<file path="config.mk">
export PLATFORM = sky130hd
export DESIGN_NAME = ecc_ctl_reg
export DESIGN_NICKNAME = d
export VERILOG_FILES = /design/src/rtl/ecc_ctl_pkg.sv /design/src/rtl/ecc_rst_sync.sv /design/src/rtl/ecc_sec_counter.sv /design/src/rtl/ecc_policy_lock.sv /design/src/rtl/ecc_ctl_reg.sv
export SDC_FILE = /design/constraint.sdc
export NUM_CORES = 1
export LEC_CHECK = 0
export ABC_AREA = 1
export BUFFER_PORTS_ARGS = -buffer_cell sky130_fd_sc_hd__buf_2
export CORE_MARGIN = 4
export CORE_UTILIZATION = 49
export CTS_BUF_LIST = sky130_fd_sc_hd__clkbuf_8
export CTS_CLUSTER_SIZE = 16
export DETAILED_ROUTE_END_ITERATION = 16
export GPL_TIMING_DRIVEN = 0
export PLACE_DENSITY = 0.88
export SYNTH_ARGS = -nofsm -noshare
export SYNTH_HDL_FRONTEND = slang
export SYNTH_HIERARCHICAL = 1
export SYNTH_SLANG_ARGS = --single-unit
</file>
<file path="constraint.sdc">
create_clock -name clk -period 1.9 [get_ports clk]
set_input_delay 0.095 -clock clk [delete_from_list [all_inputs] [get_ports clk]]
set_output_delay 0.095 -clock clk [all_outputs]
set_load 0.05 [all_outputs]
</file>
<file path="src/rtl/ecc_ctl_pkg.sv">
package ecc_ctl_pkg;
  localparam int unsigned BUS_W      = 32;
  localparam int unsigned STRB_W     = BUS_W / 8;
  localparam int unsigned THR_LSB    = 8;
  localparam int unsigned UNLOCK_BIT = 6;
  localparam int unsigned POL_LSB    = 4;
  localparam int unsigned POL_W      = 2;

  typedef enum logic [POL_W-1:0] {
    POL_STRICT  = 2'd0,
    POL_DYN     = 2'd1,
    POL_ECCW    = 2'd2,
    POL_NOCHECK = 2'd3
  } ecc_policy_e;
endpackage

</file>
<file path="src/rtl/ecc_rst_sync.sv">
module ecc_rst_sync #(
  parameter int unsigned STAGES = 2
) (
  input  logic clk,
  input  logic rst_n,
  output logic rst_ns
);
  logic [STAGES-1:0] sync_q;

  always_ff @(posedge clk or negedge rst_n) begin
    if (!rst_n) sync_q <= '0;
    else        sync_q <= {sync_q[STAGES-2:0], 1'b1};
  end

  assign rst_ns = sync_q[STAGES-1];
endmodule

</file>
<file path="src/rtl/ecc_sec_counter.sv">
module ecc_sec_counter #(
  parameter int unsigned CNT_W = 8
) (
  input  logic             clk,
  input  logic             rst_n,
  input  logic             load,
  input  logic [CNT_W-1:0] load_val,
  input  logic             sec_evt,
  input  logic             serr_clr,
  output logic [CNT_W-1:0] start_q,
  output logic [CNT_W-1:0] cnt_q,
  output logic             serr_q
);
  logic [CNT_W-1:0] start_d, cnt_d;
  logic             start_en, cnt_en, serr_d;
  logic             cnt_zero, hit_zero, step;

  always_comb begin
    cnt_zero = (cnt_q == '0);
    step     = sec_evt & ~load & ~cnt_zero;
    hit_zero = sec_evt & ~load & cnt_zero;
    start_en = load;
    start_d  = load_val;
    cnt_en   = load | step;
    cnt_d    = load ? load_val : cnt_q - CNT_W'(1);
    serr_d   = hit_zero | (serr_q & ~serr_clr);
  end

  always_ff @(posedge clk or negedge rst_n) begin
    if (!rst_n) begin
      start_q <= '0;
      cnt_q   <= '0;
      serr_q  <= 1'b0;
    end else begin
      if (start_en) start_q <= start_d;
      if (cnt_en)   cnt_q   <= cnt_d;
      serr_q <= serr_d;
    end
  end
endmodule

</file>
<file path="src/rtl/ecc_policy_lock.sv">
module ecc_policy_lock
  import ecc_ctl_pkg::*;
(
  input  logic        clk,
  input  logic        rst_n,
  input  logic        wr_en,
  input  logic        unlock_in,
  input  ecc_policy_e pol_in,
  output logic        unlock_q,
  output ecc_policy_e policy_q
);
  logic        upd_en, unlock_d;
  ecc_policy_e policy_d;

  always_comb begin
    upd_en   = wr_en & unlock_q;
    unlock_d = unlock_q & unlock_in;
    policy_d = pol_in;
  end

  always_ff @(posedge clk or negedge rst_n) begin
    if (!rst_n) begin
      unlock_q <= 1'b1;
      policy_q <= POL_STRICT;
    end else if (upd_en) begin
      unlock_q <= unlock_d;
      policy_q <= policy_d;
    end
  end
endmodule

</file>
<file path="src/rtl/ecc_ctl_reg.sv">
module ecc_ctl_reg
  import ecc_ctl_pkg::*;
#(
  parameter int unsigned     ADDR_W      = 8,
  parameter logic [ADDR_W-1:0] REG_ADDR  = 8'h20,
  parameter int unsigned     CNT_W       = 8,
  parameter int unsigned     SYNC_STAGES = 2
) (
  input  logic                clk,
  input  logic                rst_n,
  input  logic [ADDR_W-1:0]   bus_addr,
  input  logic                bus_we,
  input  logic [BUS_W-1:0]    bus_wdata,
  input  logic [STRB_W-1:0]   bus_wstrb,
  output logic [BUS_W-1:0]    bus_rdata,
  input  logic                sec_evt,
  input  logic                serr_clr,
  output logic [POL_W-1:0]    ecc_policy,
  output logic                serr
);
  localparam int unsigned THR_BYTE = THR_LSB / 8;
  localparam int unsigned CTL_BYTE = POL_LSB / 8;

  logic             rst_ns;
  logic             hit, wr_hit, ld_cnt, ld_ctl;
  logic [CNT_W-1:0] ld_val, start_q, cnt_q;
  logic             unlock_q;
  ecc_policy_e      policy_q, pol_in;

  ecc_rst_sync #(.STAGES(SYNC_STAGES)) u_rst (
    .clk(clk), .rst_n(rst_n), .rst_ns(rst_ns)
  );

  always_comb begin
    hit    = (bus_addr == REG_ADDR);
    wr_hit = bus_we & hit;
    ld_cnt = wr_hit & bus_wstrb[THR_BYTE];
    ld_ctl = wr_hit & bus_wstrb[CTL_BYTE];
    ld_val = bus_wdata[THR_LSB +: CNT_W];
    pol_in = ecc_policy_e'(bus_wdata[POL_LSB +: POL_W]);
  end

  ecc_sec_counter #(.CNT_W(CNT_W)) u_cnt (
    .clk(clk), .rst_n(rst_ns), .load(ld_cnt), .load_val(ld_val),
    .sec_evt(sec_evt), .serr_clr(serr_clr),
    .start_q(start_q), .cnt_q(cnt_q), .serr_q(serr)
  );

  ecc_policy_lock u_lock (
    .clk(clk), .rst_n(rst_ns), .wr_en(ld_ctl),
    .unlock_in(bus_wdata[UNLOCK_BIT]), .pol_in(pol_in),
    .unlock_q(unlock_q), .policy_q(policy_q)
  );

  always_comb begin
    bus_rdata = '0;
    if (hit) begin
      bus_rdata[THR_LSB +: CNT_W] = start_q;
      bus_rdata[UNLOCK_BIT]       = unlock_q;
      bus_rdata[POL_LSB +: POL_W] = policy_q;
    end
  end

  assign ecc_policy = policy_q;
endmodule

</file>
=== After elaboration in Yosys (flattened, before gate mapping) ===
Index checks and enable logic that the tools add are counted.
Widths: inputs -> output; s select.

* $add $sub $neg: 1
* Multipliers: 0
* Divide/modulo/power cells: 0
* Order comparisons: 0
* Eq/ne operators: 1
* Shift operators: 0
* Muxes and demuxes: 3
* Bitwise gates (word level): 14
* Reductions and logical operators: 1

{| class="wikitable"
|+ Operators by type and width
! operator !! number
|-
| $mux 8 || 2
|-
| $and 1x1->1 || 9
|-
| $eq 8x6->1 const B || 1
|-
| $logic_not 8->1 || 1
|-
| $sub 8x1->8 const B || 1
|-
| $mux 3 || 1
|-
| $not 1->1 || 3
|-
| $or 1x1->1 || 2
|}

* Register bits after elaboration: 22
* Bits in latches: 0
* Bits in writable memories: 0
* Bits in read-only memories: 0
* Input bits: 49
* Output and inout bits: 35
* Word-level logic and storage cells: 26
* Memories kept: 0

=== Depth between registers and ports, before layout ===
Gate-level depths: netlist of run 1.

* Depth after elaboration: 7
* Mapped depth: 11
* Gate-level depth less buffers: 11

=== Cells and area by module ===
The synthesis of run 1 kept the hierarchy.

{| class="wikitable"
|+ By module, submodules not included
! module !! times used !! cells an instance !! area an instance (µm²) !! sequential area each (µm²)
|-
| ecc_sec_counter || 1 || 117 || 925.9 || 425.4
|-
| ecc_ctl_reg || 1 || 64 || 365.4 || 0.0
|-
| ecc_policy_lock || 1 || 13 || 117.6 || 76.3
|-
| ecc_rst_sync || 1 || 3 || 53.8 || 50.0
|}

=== Worst setup path after synthesis of run 1 ===
OpenSTA, ideal clock, no wires.

* Path type: register -> register
* From: register u_cnt.cnt_q[0]
* To: register u_cnt.cnt_q[6]
* Library setup time: 0.117 ns
* Data arrival time: 1.287 ns
* Required time: 1.783 ns
* Path slack: 0.496 ns
* Cell stages (with the launch flop): 12
* Path buffers: 0
* Period minus slack after synthesis: 1.404 ns
* Path through: dfrtp_1 -> inv_1 -> ha_1 -> inv_1 -> nor2_4 -> nand2_2 -> nor2_4 -> inv_4 -> nand2_8 -> nand2_8 -> nand2_1 -> nand2_1

* Cells in the longest elaborated chain, start to end: 4
* Elaborated cells on any way between the ends: 6
* Classes of those cells: 1 x add/sub; 1 x mux; 3 x bitwise; 1 x reduce/logical

{| class="wikitable"
|+ RTL lines
! element !! RTL line !! RTL
|-
| start, declared || ecc_sec_counter.sv:11 || <nowiki>output logic [CNT_W-1:0] cnt_q,</nowiki>
|-
| start signal, assigned || ecc_sec_counter.sv:36 || <nowiki>if (cnt_en) cnt_q <= cnt_d;</nowiki>
|-
| branches (longest 4 deep; another with $sub 8x1->8) || -- ||
|}

Parallel ways; which one is timed is not known.
A chain may end at the register's enable or synchronous reset.

=== Final worst setup path of run 1 ===
Same ends and word-level chain as after synthesis.

==> results of run 1 <==
-- kinds of logic after synthesis --
logic type / share of synthesized area (%)
buffers and inverters: 21.7
AO/OA/AOI/OAI: 6.33
flip-flops: 37.7
AND/OR/NAND/NOR: 32.8
other: 0.513
adder cells (fa/ha/maj): 0.855
-- worst max-delay path, stage by stage, from the launching register on --
cell and delay [ps]:
dfrtp_1 390, inv_1 130, ha_1 190, inv_1 70, nor2_4 110, nand2_2 90, nor2_4 140, inv_4 60
nand2_8 80, nand2_8 80, nand2_1 80, nand2_1 60
-- placed cells by master (no fill, tap or decap), types with 4 or more instances in the layout --
master    count
nor2_1       12
nor2_2       11
buf_4        21
conb_1       22
nand2_2       4
o21ai_0       7
clkbuf_8      4
nand3_1      14
nand2_1      50
dfrtp_1      21
buf_2        41
inv_1        34
-- worst paths after layout --
| check | slack, ps | to | start |
|---|---|---|---|
| min in group asynchronous | 140 | u_rst/sync_q[0] | rst_n |
| max reg2reg | 310 | u_cnt/cnt_q[6] | u_cnt/cnt_q[0] |
| min reg2reg | 320 | u_cnt/cnt_q[4] | u_rst/sync_q[1] |
| max | 310 | u_cnt/cnt_q[6] | u_cnt/cnt_q[0] |
| min | 10 | u_cnt/serr_q | serr_clr |
| max in group asynchronous | 1100 | u_lock/policy_q[1] | u_rst/sync_q[1] |
-- routing by layer --
| metal | vias up | wire, um |
|---|---|---|
| li1 | 673 | - |
| met3 | 4 | 229 |
| met5 | - | 0 |
| met1 | 550 | 1170 |
| met4 | 0 | 17 |
| met2 | 46 | 1470 |
-- final cells by class --
type / count / area (um^2)
timing repair buffer: 40 / 205
fill: 260 / 968
tap: 31 / 38.8
clock buffer: 4 / 55.1
sequential: 22 / 552
inverter: 36 / 139
multi-input combinational: 135 / 668
buffer: 24 / 179
-- power by group through the flow --
| stage | combinational, mW | clock (mW) | sequential (mW) |
|---|---|---|---|
| final | 0.706 | 0.337 | 0.646 |
| after floorplan | 0.566 | 0 | 0.652 |
| after global placement | 0.667 | 0 | 0.649 |
| after CTS | 0.703 | 0.347 | 0.647 |
| after global routing | 0.790 | 0.369 | 0.662 |
| after detailed placement | 0.699 | 0 | 0.652 |
-- state kept, by name, indices dropped and copies added, names as in the netlist --
name	count
u_cnt/cnt_q	8
u_cnt/serr_q	1
u_cnt/start_q	8
u_lock/policy_q	2
u_lock/unlock_q	1
u_rst/sync_q	2
==> impl_metrics.yaml, run 1 <==
run_status:
  status: "completed"
route:
  vias: 1273
  drtPass1Iterations: 4
  viasPerCell: 4.36
  ant_nets: 0
  drtIter0Drc: 29
  wl_um: 2890
  drc: 0
  wire_per_inst_um: 9.90
global_route:
  met1_usage_pct: 18.5
  grt_pass1_wl_um: 4810
  grt_pass1_vias: 1140
  grt-ovfl-total: 0
  grt.met2_usage_pct: 25.6
  met3_usage_pct: 3.60
  busiest_layer: "met2"
  antenna_found_initial: 0
  track_usage_pct: 15.1
  grt_max_degree: 21
pwr:
  power_mw: 1.69
  clkPwrFrac_pct: 20.0
  power_density_nw_per_um2: 919
  p_switching_mw: 0.700
  peakVddDrop_v: 0.000607
  power.share.switching_pct: 41.4
  comb_power_share_pct: 41.8
  power.leakage_nw: 1.09
  pwr-share-seq_pct: 38.2
  internal_power_mw: 0.989
timing:
  rsz0062_at_grt: "false"
  fin_tns_setup_ps: 0
  setup-violations-final: 0
  final.setup_skew_ps: 1.65
  hold_violations: 0
  max_freq_mhz: 630
  hold_ws_ps: 9.77
  worstMarginPinSlew_ps: 769
  worst_slack_ps: 313
  period_minus_slack_ps: 1590
  slew_headroom_pct: 48.8
  drv_slew: 0
  fin_crit_sh_pct: 83.5
placed_design:
  pre_cts_slack_ps: 334
  place_hpwl_um: 2330
  placed_area_um2: 1770
  place_inst: 287
  port_buffers: 39
  place_congestion: 0.903
clock_network:
  cts_setup_buffers: 0
  cts_buffers: 3
  cts-root-buf: "clkbuf_8"
  cts.clk_slew.worst_paths_ps: 80
  htreeDepth: 1
  ctsResizeCount: 0
  clk_path_buf_depth: 2
  clk_latency_ps: 270
  ctsHoldBuffers: 1
  cts_sinks: 22
  tritoncts: "built"
yosys:
  ys_types: 25
  synth.top_cell.area_share_pct: 35.9
  synth_area_leader_cell: "dfrtp_1"
  yosys_most_used_dff: "dfrtp_1"
  synth-seq-area-share_pct: 37.7
  ys_warn_count: 6
  synthCells: 197
  synth.area.top_cells: "dfrtp_1 36%, nand2_1 13%, buf_4 11%"
  synth_edf_count: 0
  syn_area_um2: 1460
  synthArstFlopShare_pct: 100
  synth_most_common_cell: "nand2_1"
  synth_common_cells: "50 x nand2_1, 34 x inv_1, 21 x buf_4, 21 x dfrtp_1, 14 x nand3_1"
  syn_avg_cell_area_um2: 7.42
  yosys_register_bits: 22
floorplan:
  die_w_um: 62.6
  die_h_um: 62.6
  dieArea_um2: 3920
  start_util_pct: 52.1
  core-area_um2: 2810
  row_count: 19
  boundaryPins: 84
hold_path:
  hold_depth: 2
  hp-class: "in2reg"
critical_path:
  crit_fanout: 9
  critPathArrivalTime_ps: 1740
  worstSetupStartpointType: "register"
  worstRegToRegCells: 11
  cp.required_ps: 2060
  path_class: "reg2reg"
  worstSetupEndpointType: "register"
finish:
  fin_cells: 292
  layout-drive-gt1-share_pct: 36.0
  diodes: 0
  fin_nets: 312
  stdcell_area_um2: 1840
  synthToLayoutAreaGrowth_pct: 25.6
  utilization_pct: 65.5
run:
  maxCapViolCount: 0
Note: power is estimated with default switching activity, not from simulation.
==> inputs of run 2 (changes only) <==
ABC_AREA = 0   (was 1)
CORE_UTILIZATION = 45   (was 49)
PLACE_DENSITY = 0.83   (was 0.88)
clock period = 1.65 ns   (was 1.9 ns; I/O delays follow)
==> run 2 against run 1 <==
Effect of this change: the run now ends with setup timing left; cell area increased by 0.54%; core utilization decreased by 0.74 points; sequential power increased by 21%; critical path depth decreased by 6; critical path type unchanged; critical endpoint unchanged; largest cell class unchanged; highest routed layer unchanged.
==> impl_metrics.yaml, run 2 <==
route:
  drc: 0
  ant_nets: 0
  wire_per_inst_um: 13.0
  met3_length_um: 310
  vias: 1196
  viasPerCell: 5.03
  drtPass1Iterations: 4
  wl_um: 3090
  drtIter0Drc: 31
  top_layer: "met4"
  dr_wl_met2_um: 1460
  wl_met1_um: 1290
run_status:
  violations: "setup timing"
  status: "complete, but fails checks"
global_route:
  grt-ovfl-total: 0
  antenna_found_initial: 0
  grt_pass1_vias: 1128
  track_usage_pct: 15.3
  grt_pass1_wl_um: 4930
  grt_max_degree: 21
timing:
  worst_slack_ps: -152
  fin_crit_sh_pct: 109
  hold_ws_ps: 39.7
  max_freq_mhz: 555
  final.setup_skew_ps: 1.49
  slew_headroom_pct: 46.4
  worstMarginPinSlew_ps: 804
  setup-violations-final: 4
  fin_tns_setup_ps: -266
  drv_slew: 0
  hold_violations: 0
  rsz0062_at_grt: "true"
  period_minus_slack_ps: 1800
critical_path:
  worstRegToRegCells: 5
  crit_fanout: 4
  path_class: "reg2reg"
  reg2reg_from: "u_cnt/cnt_q[0]"
  worstSetupEndpointType: "register"
  cp.required_ps: 1830
  r2r-end: "u_cnt/cnt_q[6]"
  critPathArrivalTime_ps: 1980
  path_buf_inv: 1
  reg2reg_slack_ps: -150
  path_delay_family: "simple AND/OR/NAND/NOR gates"
  cpPeakStageDelay_ps: 470
  cp_slowest_cell: "or4b_4"
  path_cells: "inv_2, ha_4, or4b_4, or4_4, a31oi_1"
  worstSetupStartpointType: "register"
  startpoint: "u_cnt/cnt_q[0]"
pwr:
  internal_power_mw: 1.16
  pwr-share-seq_pct: 42.7
  power.share.switching_pct: 36.7
  p_switching_mw: 0.671
  power_density_nw_per_um2: 991
  clkPwrFrac_pct: 20.6
  peakVddDrop_v: 0.00108
  comb_power_share_pct: 36.7
  power.leakage_nw: 0.938
clock_network:
  htreeDepth: 1
  tritoncts: "built"
  clk_latency_ps: 260
  clk_path_buf_depth: 2
  cts_sinks: 22
  cts-root-buf: "clkbuf_8"
  cts_buffers: 3
  cts.clk_slew.worst_paths_ps: 70
placed_design:
  place_hpwl_um: 2350
  pre_cts_slack_ps: -331
  port_buffers: 39
  place_congestion: 0.818
floorplan:
  dieArea_um2: 4050
  row_count: 19
  die_h_um: 63.7
  die_w_um: 63.7
  start_util_pct: 48.9
  core-area_um2: 2850
  boundaryPins: 84
yosys:
  synthCells: 139
  ys_types: 47
  synth_area_leader_cell: "dfrtp_1"
  syn_area_um2: 1390
  synth.area.top_cells: "dfrtp_1 38%, buf_4 12%, nor3_2 6.5%"
  ys_warn_count: 6
  yosys_most_used_dff: "dfrtp_1"
  synthArstFlopShare_pct: 100
  synth.top_cell.area_share_pct: 37.7
  synth-seq-area-share_pct: 39.6
  synth_edf_count: 0
  synth_common_cells: "22 x buf_4, 21 x dfrtp_1, 17 x inv_1"
  syn_avg_cell_area_um2: 10.0
  yosys_register_bits: 22
  synth_most_common_cell: "buf_4"
finish:
  final_cell_mix: "40 x buf_2, 25 x buf_4, 22 x conb_1, 20 x dfrtp_1, 15 x inv_1"
  fin_nets: 258
  layout-drive-gt1-share_pct: 50.7
  mostFrequentLayoutCell: "buf_2"
  synthToLayoutAreaGrowth_pct: 32.5
  diodes: 0
  top_regs: "u_cnt/cnt_q (8), u_cnt/start_q (8)"
hold_path:
  worstHoldStart: "bus_wdata[6]"
  hp-class: "in2reg"
  holdPathEnd: "u_lock/unlock_q"
  hold_depth: 3
run:
  maxCapViolCount: 0
[run 2: power groups by stage]
| stage | Clock, mW | Sequential, mW | Combinational, mW |
|---|---|---|---|
| after floorplan | 0 | 0.754 | 0.461 |
| after global placement | 0 | 0.773 | 0.555 |
| after detailed placement | 0 | 0.777 | 0.568 |
| after CTS | 0.389 | 0.776 | 0.640 |
| after global routing | 0.421 | 0.797 | 0.722 |
| final | 0.377 | 0.782 | 0.672 |
[run 2: how the worst max path moves through the flow]
stage,endpoint,depth (start not counted)
floorplan,u_cnt/cnt_q[6],5
global placement,u_cnt/cnt_q[0],7
detailed placement,u_cnt/cnt_q[0],7
CTS,u_cnt/cnt_q[6],5
global route,u_cnt/cnt_q[6],5
finish,u_cnt/cnt_q[6],5
[run 2: timing repair]
item | in CTS | in global routing
resized for setup | 8 | 3
hold endpoints to repair | 3 | 0
buffers inserted | 2 | 1
setup endpoints to repair | 6 | 7
hold buffers | 2 | 0
pin swaps | 2 | 2
[run 2: area by class of cell]
| class | instances | area [um^2] |
|---|---|---|
| Clock buffer | 4 | 55.1 |
| Sequential cell | 22 | 553 |
| Fill cell | 255 | 1010 |
| Timing Repair Buffer | 44 | 238 |
| Multi-Input combinational cell | 95 | 712 |
| Tap cell | 31 | 38.8 |
| Buffer | 25 | 186 |
| Inverter | 17 | 63.8 |
[run 2: routing by layer]
metal  GRT usage, %  up-vias
met5              0        -
met4           3.50        0
met3           5.51        4
met2           25.4       58
met1           18.8      547
li1               -      587
[run 2: through the flow]
step | instance area, um^2 | cells | total power, mW | utilization (%)
2_1_floorplan | 1480 | 159 | 1.22 | -
3_3_place_gp | 1720 | 229 | 1.33 | 60.2
3_5_place_dp | 1720 | 229 | 1.34 | 60.2
4_1_cts | 1830 | 237 | 1.80 | 64.3
5_1_grt | 1850 | 238 | 1.94 | 64.7
6_report | 1850 | 238 | 1.83 | 64.7
[run 2: kinds of logic (layout without fill, tap and decap cells)]
| logic type | after synthesis | count (layout) | synth area share (%) |
|---|---|---|---|
| AND/OR/NAND/NOR | 40 | 40 | 21.3 |
| multiplexers | 8 | 8 | 7.00 |
| AO/OA/AOI/OAI | 24 | 24 | 12.9 |
| adder cells (fa/ha/maj) | 1 | 1 | 0.898 |
| other | 2 | 22 | 0.539 |
| buffers and inverters | 42 | 90 | 17.8 |
| flip-flops | 22 | 22 | 39.6 |
[run 2: tightest hold or removal path: stages]
cell and delay [ps]:
buf_2 90, inv_1 40, a21boi_0 80
==> inputs of run 3 (changes only) <==
GPL_TIMING_DRIVEN = default   (was 0)
==> run 3 against run 2 <==
Effect of this change: hold slack got worse by 25 ps; sequential power decreased by 3.8%; combinational power increased by 20%; die area unchanged; the flow still finishes with violations (setup timing); routed wire length increased by 3.0%; clock skew increased by 2.0 ps; clock power decreased by 13%; highest routed layer unchanged; critical path depth unchanged.
==> impl_metrics.yaml, run 3 (same netlist as run 2, synthesis figures left out) <==
floorplan:
  boundaryPins: 84
  dieArea_um2: 4050
  row_count: 19
  core-area_um2: 2850
  start_util_pct: 48.9
  die_w_um: 63.7
  die_h_um: 63.7
timing:
  final.setup_skew_ps: 3.49
  rsz0062_at_grt: "true"
  worst_slack_ps: -92.1
  max_freq_mhz: 574
  period_minus_slack_ps: 1740
  drv_slew: 0
  fin_tns_setup_ps: -92.1
  fin_crit_sh_pct: 106
  hold_violations: 0
  setup-violations-final: 1
  hold_ws_ps: 15.1
clock_network:
  cts-root-buf: "clkbuf_8"
  cts_buffers: 3
  htreeDepth: 1
  tritoncts: "built"
  cts_sinks: 22
  clk_path_buf_depth: 2
  clk_latency_ps: 260
  cts.clk_slew.worst_paths_ps: 80
  cts_setup_buffers: 0
hold_path:
  hp-class: "in2reg"
route:
  drtIter0Drc: 40
  wl_um: 3180
  viasPerCell: 5.30
  ant_nets: 0
  vias: 1219
  wire_per_inst_um: 13.8
  drtPass1Iterations: 4
  drc: 0
placed_design:
  port_buffers: 39
  place_hpwl_um: 2520
  place_congestion: 0.815
  pre_cts_slack_ps: -133
run_status:
  status: "complete, but fails checks"
  violations: "setup timing"
critical_path:
  path_class: "reg2reg"
  cp_slowest_cell: "or4b_4"
  crit_fanout: 2
  path_buf_inv: 1
  cpPeakStageDelay_ps: 450
  critPathArrivalTime_ps: 1920
  worstSetupEndpointType: "register"
  path_delay_family: "simple AND/OR/NAND/NOR gates"
  path_cells: "inv_2, ha_4, or4b_4, or4_1, a31oi_1"
  worstSetupStartpointType: "register"
  cp.required_ps: 1820
global_route:
  antenna_found_initial: 0
  grt_pass1_wl_um: 5110
  grt_pass1_vias: 1145
  track_usage_pct: 15.7
  grt_max_degree: 21
  grt-ovfl-total: 0
pwr:
  peakVddDrop_v: 0.000690
  power.leakage_nw: 0.877
  power_density_nw_per_um2: 1060
finish:
  layout-drive-gt1-share_pct: 49.2
  fillers: 250
  diodes: 0
  fin_nets: 250
  top_regs: "u_cnt/cnt_q (8), u_cnt/start_q (8)"
  final_cell_mix: "39 x buf_2, 22 x conb_1, 21 x dfrtp_1, 20 x buf_4, 16 x inv_1"
  mostFrequentLayoutCell: "buf_2"
  utilization_pct: 62.5
  synthToLayoutAreaGrowth_pct: 28.0
run:
  maxCapViolCount: 0
==> run 3: cell count changes in the layout (fill, tap and decap cells not counted), sizes merged <==
cell and change:
inv +1, buf -6, dlygate4sd3 -1, clkbuf -2
==> run 3: stage by stage <==
step	std cells	power (mW)	area [um^2]
2_1_floorplan	159	1.22	1480
3_3_place_gp	226	1.43	1700
3_5_place_dp	226	1.46	1700
4_1_cts	230	1.84	1770
5_1_grt	230	1.98	1780
6_report	230	1.89	1780
==> run 3: power by group <==
group	total (mW)	leakage, nW	internal [mW]	switching [mW]
registers	0.752	0.279	0.643	0.108
clock network	0.329	0.0269	0.166	0.164
logic	0.806	0.571	0.362	0.444
==> run 3: area by class of cell <==
type | instances | area (um^2) | share of cell area, %
timing repair buffer | 61 | 367 | 20.5
clock buffer | 3 | 41.3 | 2.31
sequential | 22 | 552 | 30.9
multi-input combinational | 95 | 718 | 40.3
clock inverter | 1 | 3.75 | 0.210
tap | 31 | 38.8 | 2.17
inverter | 17 | 63.8 | 3.58
==> run 3: timing repair <==
action,in CTS,in global routing
setup endpoints to repair,6,7
pin swaps,3,1
gates cloned,0,0
hold buffers,1,0
gates resized for setup,7,4
hold endpoints to repair,2,0
==> run 3: worst paths after layout <==
path	start	end	slack (ps)	cells past startpoint
worst max-delay path	u_cnt/cnt_q[0]	u_cnt/cnt_q[6]	-90	5
worst min-delay path	serr_clr	u_cnt/serr_q	20	2
worst max register to register	u_cnt/cnt_q[0]	u_cnt/cnt_q[6]	-90	5
worst min register to register	u_rst/sync_q[1]	u_cnt/start_q[6]	200	1
max in group asynchronous	u_rst/sync_q[1]	u_lock/unlock_q	1180	1
min in group asynchronous	rst_n	u_rst/sync_q[0]	130	2
==> run 3: layer usage <==
| metal | track usage, % | wire [um] | up-vias |
|---|---|---|---|
| li1 | - | - | 563 |
| met1 | 18.1 | 1260 | 590 |
| met2 | 27.8 | 1620 | 60 |
| met3 | 4.26 | 234 | 6 |
| met4 | 5.12 | 65 | 0 |
| met5 | 0 | 0 | - |
